--- config.mk ---
export PLATFORM = sky130hd
export DESIGN_NAME = spi_rx_fifo
export DESIGN_NICKNAME = d
export VERILOG_FILES = /design/src/rtl/spi_rx_pkg.sv /design/src/rtl/spi_rx_store.sv /design/src/rtl/spi_rx_flags.sv /design/src/rtl/spi_rx_fifo.sv
export SDC_FILE = /design/constraint.sdc
export NUM_CORES = 1
export LEC_CHECK = 0
export BUFFER_PORTS_ARGS = -buffer_cell sky130_fd_sc_hd__buf_2
export CAP_MARGIN = 20
export CELL_PAD_IN_SITES_DETAIL_PLACEMENT = 1
export CELL_PAD_IN_SITES_GLOBAL_PLACEMENT = 2
export CORE_MARGIN = 5
export CORE_UTILIZATION = 41
export CTS_BUF_LIST = sky130_fd_sc_hd__clkbuf_4
export DETAILED_ROUTE_END_ITERATION = 12
export GPL_TIMING_DRIVEN = 0
export PLACE_DENSITY = 0.94
export SETUP_SLACK_MARGIN = 0.05
export SYNTH_ARGS = -nofsm -noshare
export SYNTH_HDL_FRONTEND = slang
export SYNTH_SLANG_ARGS = --single-unit
--- constraint.sdc ---
create_clock -name clk_i -period 12.2 [get_ports clk_i]
set_input_delay 0.61 -clock clk_i [delete_from_list [all_inputs] [get_ports clk_i]]
set_output_delay 0.61 -clock clk_i [all_outputs]
set_load 0.02 [all_outputs]
--- src/rtl/spi_rx_pkg.sv ---
package spi_rx_pkg;

  typedef logic [3:0] size_code_t;

  // codes below 3 are reserved and behave as 8-bit
  function automatic logic [4:0] frame_bits(size_code_t c);
    return (c < 4'd3) ? 5'd8 : ({1'b0, c} + 5'd1);
  endfunction

  function automatic logic frame_wide(size_code_t c);
    return frame_bits(c) > 5'd8;
  endfunction

  function automatic logic [15:0] frame_mask(size_code_t c, logic [15:0] d);
    logic [15:0] m;
    for (int i = 0; i < 16; i++) m[i] = d[i] & (i < int'(frame_bits(c)));
    return m;
  endfunction

endpackage

--- src/rtl/spi_rx_store.sv ---
module spi_rx_store #(
  parameter int DEPTH = 4,
  parameter int LW    = $clog2(DEPTH) + 1
) (
  input  logic          clk_i,
  input  logic          rst_ni,
  input  logic          flush_i,
  input  logic          push_i,
  input  logic          push_two_i,
  input  logic [15:0]   push_data_i,
  input  logic          pop_req_i,
  input  logic          pop_wide_i,
  output logic [LW-1:0] level_o,
  output logic [LW-1:0] pop_cnt_o,
  output logic [7:0]    head0_o,
  output logic [7:0]    head1_o
);
  localparam int AW = $clog2(DEPTH);

  logic [7:0]    mem_q [DEPTH];
  logic [AW-1:0] wr_q, rd_q;
  logic [LW-1:0] lvl_q, push_cnt;

  always_comb begin
    pop_cnt_o = '0;
    if (pop_req_i) begin
      if (pop_wide_i && lvl_q >= LW'(2)) pop_cnt_o = LW'(2);
      else if (lvl_q != '0)              pop_cnt_o = LW'(1);
    end
    push_cnt = !push_i ? '0 : (push_two_i ? LW'(2) : LW'(1));
  end

  always_ff @(posedge clk_i) begin
    if (push_i && !flush_i) begin
      mem_q[wr_q] <= push_data_i[7:0];
      if (push_two_i) mem_q[wr_q + AW'(1)] <= push_data_i[15:8];
    end
  end

  always_ff @(posedge clk_i or negedge rst_ni) begin
    if (!rst_ni) begin
      wr_q  <= '0;
      rd_q  <= '0;
      lvl_q <= '0;
    end else if (flush_i) begin
      wr_q  <= '0;
      rd_q  <= '0;
      lvl_q <= '0;
    end else begin
      wr_q  <= wr_q + AW'(push_cnt);
      rd_q  <= rd_q + AW'(pop_cnt_o);
      lvl_q <= lvl_q + push_cnt - pop_cnt_o;
    end
  end

  assign level_o = lvl_q;
  assign head0_o = mem_q[rd_q];
  assign head1_o = mem_q[rd_q + AW'(1)];
endmodule

--- src/rtl/spi_rx_flags.sv ---
module spi_rx_flags #(
  parameter int DEPTH = 4,
  parameter int CNT_W = 8,
  parameter int LW    = $clog2(DEPTH) + 1
) (
  input  logic             clk_i,
  input  logic             rst_ni,
  input  logic             en_i,
  input  logic             accept_i,
  input  logic             ovr_set_i,
  input  logic             ovr_clr_i,
  input  logic [LW-1:0]    level_i,
  input  logic             thr_qtr_i,
  input  logic             narrow_i,
  input  logic             dma_en_i,
  input  logic             odd_wr_i,
  input  logic             odd_val_i,
  input  logic [CNT_W-1:0] total_i,
  output logic             rxne_o,
  output logic             ovr_o,
  output logic             odd_o
);
  localparam int HALF = DEPTH / 2;
  localparam int QTR  = (DEPTH / 4 < 1) ? 1 : DEPTH / 4;

  logic [CNT_W-1:0] cnt_q;
  logic             odd_q, ovr_q, final_odd;
  logic [LW-1:0]    need;

  always_ff @(posedge clk_i or negedge rst_ni) begin
    if (!rst_ni) begin
      cnt_q <= '0;
      odd_q <= 1'b0;
      ovr_q <= 1'b0;
    end else begin
      if (!en_i)                       cnt_q <= '0;
      else if (accept_i && cnt_q != '1) cnt_q <= cnt_q + CNT_W'(1);
      if (odd_wr_i && !en_i) odd_q <= odd_val_i;
      if (ovr_set_i)       ovr_q <= 1'b1;
      else if (ovr_clr_i)  ovr_q <= 1'b0;
    end
  end

  // lone trailing byte of an odd packed DMA transfer
  assign final_odd = odd_q && dma_en_i && narrow_i && !thr_qtr_i &&
                     (total_i != '0) && (cnt_q == total_i);

  always_comb begin
    if (thr_qtr_i)      need = LW'(QTR);
    else if (final_odd) need = LW'(1);
    else                need = LW'(HALF);
  end

  assign rxne_o = level_i >= need;
  assign ovr_o  = ovr_q;
  assign odd_o  = odd_q;
endmodule

--- src/rtl/spi_rx_fifo.sv ---
module spi_rx_fifo
  import spi_rx_pkg::*;
#(
  parameter  int DEPTH = 4,
  parameter  int CNT_W = 8,
  localparam int LW    = $clog2(DEPTH) + 1
) (
  input  logic             clk_i,
  input  logic             rst_ni,
  input  logic             en_i,
  input  logic [3:0]       size_i,
  input  logic             thr_qtr_i,
  input  logic             dma_en_i,
  input  logic             rxne_ie_i,
  input  logic             err_ie_i,
  input  logic             odd_wr_i,
  input  logic             odd_val_i,
  input  logic [CNT_W-1:0] frame_total_i,
  input  logic             frame_vld_i,
  input  logic [15:0]      frame_data_i,
  input  logic             rd_i,
  input  logic             rd_wide_i,
  input  logic             ovr_clr_i,
  output logic [15:0]      rd_data_o,
  output logic [LW-1:0]    level_o,
  output logic             rxne_o,
  output logic             dma_req_o,
  output logic             rxne_irq_o,
  output logic             err_irq_o,
  output logic             ovr_o,
  output logic             odd_last_o
);
  logic          wide, accept, ovr_set;
  logic [LW-1:0] level, pop_cnt, room, need_bytes;
  logic [7:0]    head0, head1;

  assign wide       = frame_wide(size_i);
  assign need_bytes = wide ? LW'(2) : LW'(1);
  assign room       = LW'(DEPTH) - level + pop_cnt;
  assign accept     = frame_vld_i && en_i && (need_bytes <= room);
  assign ovr_set    = frame_vld_i && en_i && !accept;

  spi_rx_store #(.DEPTH(DEPTH), .LW(LW)) u_store (
    .clk_i       (clk_i),
    .rst_ni      (rst_ni),
    .flush_i     (!en_i),
    .push_i      (accept),
    .push_two_i  (wide),
    .push_data_i (frame_mask(size_i, frame_data_i)),
    .pop_req_i   (rd_i),
    .pop_wide_i  (rd_wide_i),
    .level_o     (level),
    .pop_cnt_o   (pop_cnt),
    .head0_o     (head0),
    .head1_o     (head1)
  );

  spi_rx_flags #(.DEPTH(DEPTH), .CNT_W(CNT_W), .LW(LW)) u_flags (
    .clk_i     (clk_i),
    .rst_ni    (rst_ni),
    .en_i      (en_i),
    .accept_i  (accept),
    .ovr_set_i (ovr_set),
    .ovr_clr_i (ovr_clr_i),
    .level_i   (level),
    .thr_qtr_i (thr_qtr_i),
    .narrow_i  (!wide),
    .dma_en_i  (dma_en_i),
    .odd_wr_i  (odd_wr_i),
    .odd_val_i (odd_val_i),
    .total_i   (frame_total_i),
    .rxne_o    (rxne_o),
    .ovr_o     (ovr_o),
    .odd_o     (odd_last_o)
  );

  always_comb begin
    rd_data_o = '0;
    if (level != '0) rd_data_o[7:0] = head0;
    if (rd_wide_i && level >= LW'(2)) rd_data_o[15:8] = head1;
  end

  assign level_o    = level;
  assign dma_req_o  = dma_en_i && rxne_o;
  assign rxne_irq_o = rxne_ie_i && rxne_o;
  assign err_irq_o  = err_ie_i && ovr_o;
endmodule

==> flow_metrics.env <==
export IMPL_dieArea_sq_um=10400
export IMPL_fp_row_count=33
export IMPL_finalCriticalPeriod_ns=4.74
export IMPL_path_clk_slew_ns=0.14
export IMPL_synth_nets=355
export IMPL_endpoint_kind="register"
export IMPL_synth_distinct_cells=57
export IMPL_critical_path_required_ns=12.48
export IMPL_synth_most_common_cell="mux2i_1"
export IMPL_ys_async_sr_fraction=0.347
export IMPL_syn_to_final_growth_pct=15.3
export IMPL_fin_setup_tns_ns=0
export IMPL_hpwlAfterDp_um=7180
export IMPL_grt_pass1_vias=2779
export IMPL_critPathMaxFanout=9
export IMPL_rsz0062_at_grt="false"
export IMPL_nets=426
export IMPL_ys_ff_latch=49
export IMPL_cts_tree="yes"
export IMPL_synth_top_area_cell="edfxtp_1"
export IMPL_clock_root_buffer="clkbuf_4"
export IMPL_startpoint_type="register"
export IMPL_combPwrFrac=0.503
export IMPL_fin_hold_ws_ns=0.144
export IMPL_timing_fmax_mhz=211
export IMPL_synth_main_ff_cell="edfxtp_1"
export IMPL_max_cap_viol_count=0
export IMPL_cts_buffer_depth=2
export IMPL_r2r_cells=14
export IMPL_synth_area_top_cells="edfxtp_1 28%, dfrtp_1 12%, mux4_2 10%"
export IMPL_startpoint="u_store.level_o[2]$_DFF_PN0_"
export IMPL_synth_common_cells="34 x mux2i_1, 32 x edfxtp_1, 25 x nand2_1, 24 x nor2b_1, 17 x dfrtp_1"
export IMPL_grt_pass1_wl_um=14400
export IMPL_cts_sinks=49
export IMPL_final_cells=477
export IMPL_worst_slew_pin_slew_ns=0.867
export IMPL_fin_skew_ns=0.0105
export IMPL_p_sw_frac=0.395
export IMPL_grt_ovfl_total=0
export IMPL_path_class="register to register"
export IMPL_stdcell_area_sq_um=4000
export IMPL_post_drt_wl_per_cell_um=18.5
export IMPL_place_area_sq_um=3920
export IMPL_drive_gt1_frac=0.293
export IMPL_post_route_drc_count=0
export IMPL_vias=2642
export IMPL_status="complete, no violations"
export IMPL_finalCritPeriodShare=0.388
export IMPL_synth_top_area_share=0.277
export IMPL_first_pass_iters=5
export IMPL_antenna_found_initial=0
export IMPL_wirelength_um=8830
export IMPL_n_antenna_cell=0
export IMPL_die_w_um=102
export IMPL_cts_made_buffers=5
export IMPL_ctsHoldBuffers=0
export IMPL_hold_path_class="primary input to async pin"
export IMPL_yosys_warnings=0
export IMPL_crit_end="u_store.level_o[2]$_DFF_PN0_"
export IMPL_internal_power_w=0.000393
export IMPL_detail_route_antenna_nets=0
export IMPL_crit_arrival_ns=5.02
export IMPL_grt_max_degree=18
export IMPL_final_util=0.487
export IMPL_ir_worst_vdd_uv=48.2
export IMPL_viasPerCell=5.54
export IMPL_place_port_buffers=64
export IMPL_p_sw_w=0.000257
export IMPL_placed_cells=469
export IMPL_worstReg2RegStart="u_store.level_o[2]$_DFF_PN0_"
export IMPL_postCtsSetupBuffers=0
export IMPL_seqPwrFrac=0.351
export IMPL_netlist_instances=300
export IMPL_num_fill_cells=937
export IMPL_timing_rr_end="u_store.level_o[2]$_DFF_PN0_"
export IMPL_slew_viol_final=0
export IMPL_setup_violations_final=0
export IMPL_synth_edff_count=32
export IMPL_clockPowerShare=0.145
export IMPL_hold_viol_final=0
export IMPL_seq_area_frac_synth=0.399
export IMPL_cts_resized=0
export IMPL_track_usage=0.177
export IMPL_reg2reg_slack_ns=7.46
export IMPL_ctsHtreeMaxLevel=2
export IMPL_num_io_pins=66
export IMPL_clk_latency_ns=0.37
export IMPL_gp_congestion=0.819
export IMPL_die_y_um=102
export IMPL_initial_utilization=0.423
export IMPL_avgSynthCellArea_sq_um=11.6
export IMPL_max_slew_margin=0.418
export IMPL_syn_area_sq_um=3470
export IMPL_p_leak_nw=1.78
export IMPL_powerDensity_nw_per_um2=162
export IMPL_coreArea_sq_um=8220
export IMPL_drt_iter0_drc=148
==> worst max-delay path, cell delays in order (launching register included) <==
cell and delay (ns):
dfrtp_1 0.41, buf_6 0.14, nor3_1 0.71, or2_2 0.25
ha_1 0.16, fa_1 0.45, ha_1 0.36, nand2b_1 0.10
a221oi_4 0.41, nor2_2 0.17, nand2_1 0.21, fa_1 0.49
fa_1 0.48, xnor2_1 0.15, and2_1 0.16
==> worst min-delay path by stage <==
| stage | start | end | slack, ns | cells past startpoint |
|---|---|---|---|---|
| floorplan | rst_ni | u_flags.cnt_q[0]$_DFFE_PN0P_ | 0.31 | 0 |
| global placement | u_flags.cnt_q[6]$_DFFE_PN0P_ | u_flags.cnt_q[6]$_DFFE_PN0P_ | 0.51 | 1 |
| detailed placement | u_flags.cnt_q[6]$_DFFE_PN0P_ | u_flags.cnt_q[6]$_DFFE_PN0P_ | 0.51 | 1 |
| CTS | rst_ni | u_flags.odd_o$_DFFE_PN0P_ | 0.13 | 1 |
| global route | rst_ni | u_flags.cnt_q[5]$_DFFE_PN0P_ | 0.16 | 1 |
| finish | rst_ni | u_flags.cnt_q[6]$_DFFE_PN0P_ | 0.14 | 1 |
==> cell usage in the layout (no fill, tap or decap), types with 4 or more instances in the layout <==
master,instances
nand2b_1,4
buf_6,4
mux4_2,16
and2_1,8
inv_1,13
nand2_1,25
a21oi_1,4
xor2_1,8
dfrtp_1,17
mux2i_1,34
clkbuf_1,7
nor3_1,7
o21ai_0,12
nand4_1,5
buf_2,66
xnor2_1,9
clkbuf_4,5
mux2_2,4
ha_1,11
nor2b_1,24
edfxtp_1,32
nor2_1,6
==> per-stage QoR <==
| step | total power [W] | worst slack [ns] |
|---|---|---|
| 2_1_floorplan | 0.000467 | 7.93 |
| 3_3_place_gp | 0.000542 | 7.56 |
| 3_5_place_dp | 0.000564 | 7.43 |
| 4_1_cts | 0.000660 | 7.39 |
| 5_1_grt | 0.000693 | 7.09 |
| 6_report | 0.000650 | 7.46 |
==> power by group through the flow <==
stage	Sequential, W	Combinational, W	Clock (W)
2_1_floorplan	0.000231	0.000236	0
3_3_place_gp	0.000229	0.000313	0
3_5_place_dp	0.000232	0.000332	0
4_1_cts	0.000229	0.000334	0.0000972
5_1_grt	0.000232	0.000358	0.000103
6_report	0.000228	0.000327	0.0000946
==> final cells by class <==
class	instances	area, sq um	area share
Clock buffer	5	37.5	0.00938
Timing Repair Buffer	64	320	0.0800
Clock inverter	3	41.3	0.0103
Tap cell	105	131	0.0328
Multi-Input combinational cell	224	1950	0.488
Sequential cell	49	1390	0.346
Buffer	14	85.1	0.0213
Inverter	13	48.8	0.0122
==> cell families after synthesis <==
kind of cell,count (synthesis),synth area share
flops,49,0.399
compound gates,37,0.0768
simple gates,101,0.166
buf+inv,27,0.0386
fa+ha+maj,14,0.0569
mux,55,0.219
xor+xnor,17,0.0429
==> flip-flops by register name, indices dropped and copies added (netlist names) <==
name,flops
u_flags.cnt_q,8
u_flags.odd_o,1
u_flags.ovr_o,1
u_store.level_o,3
u_store.mem_q,32
u_store.rd_q,2
u_store.wr_q,2
==> metal layers <==
metal,wire length [um],vias to the layer above,global-route usage
li1,-,1251,-
met1,3920,1331,0.243
met2,4460,55,0.302
met3,362,5,0.0171
met4,88,0,0.0454
met5,0,-,0
Power figures use the tool's default switching activity.
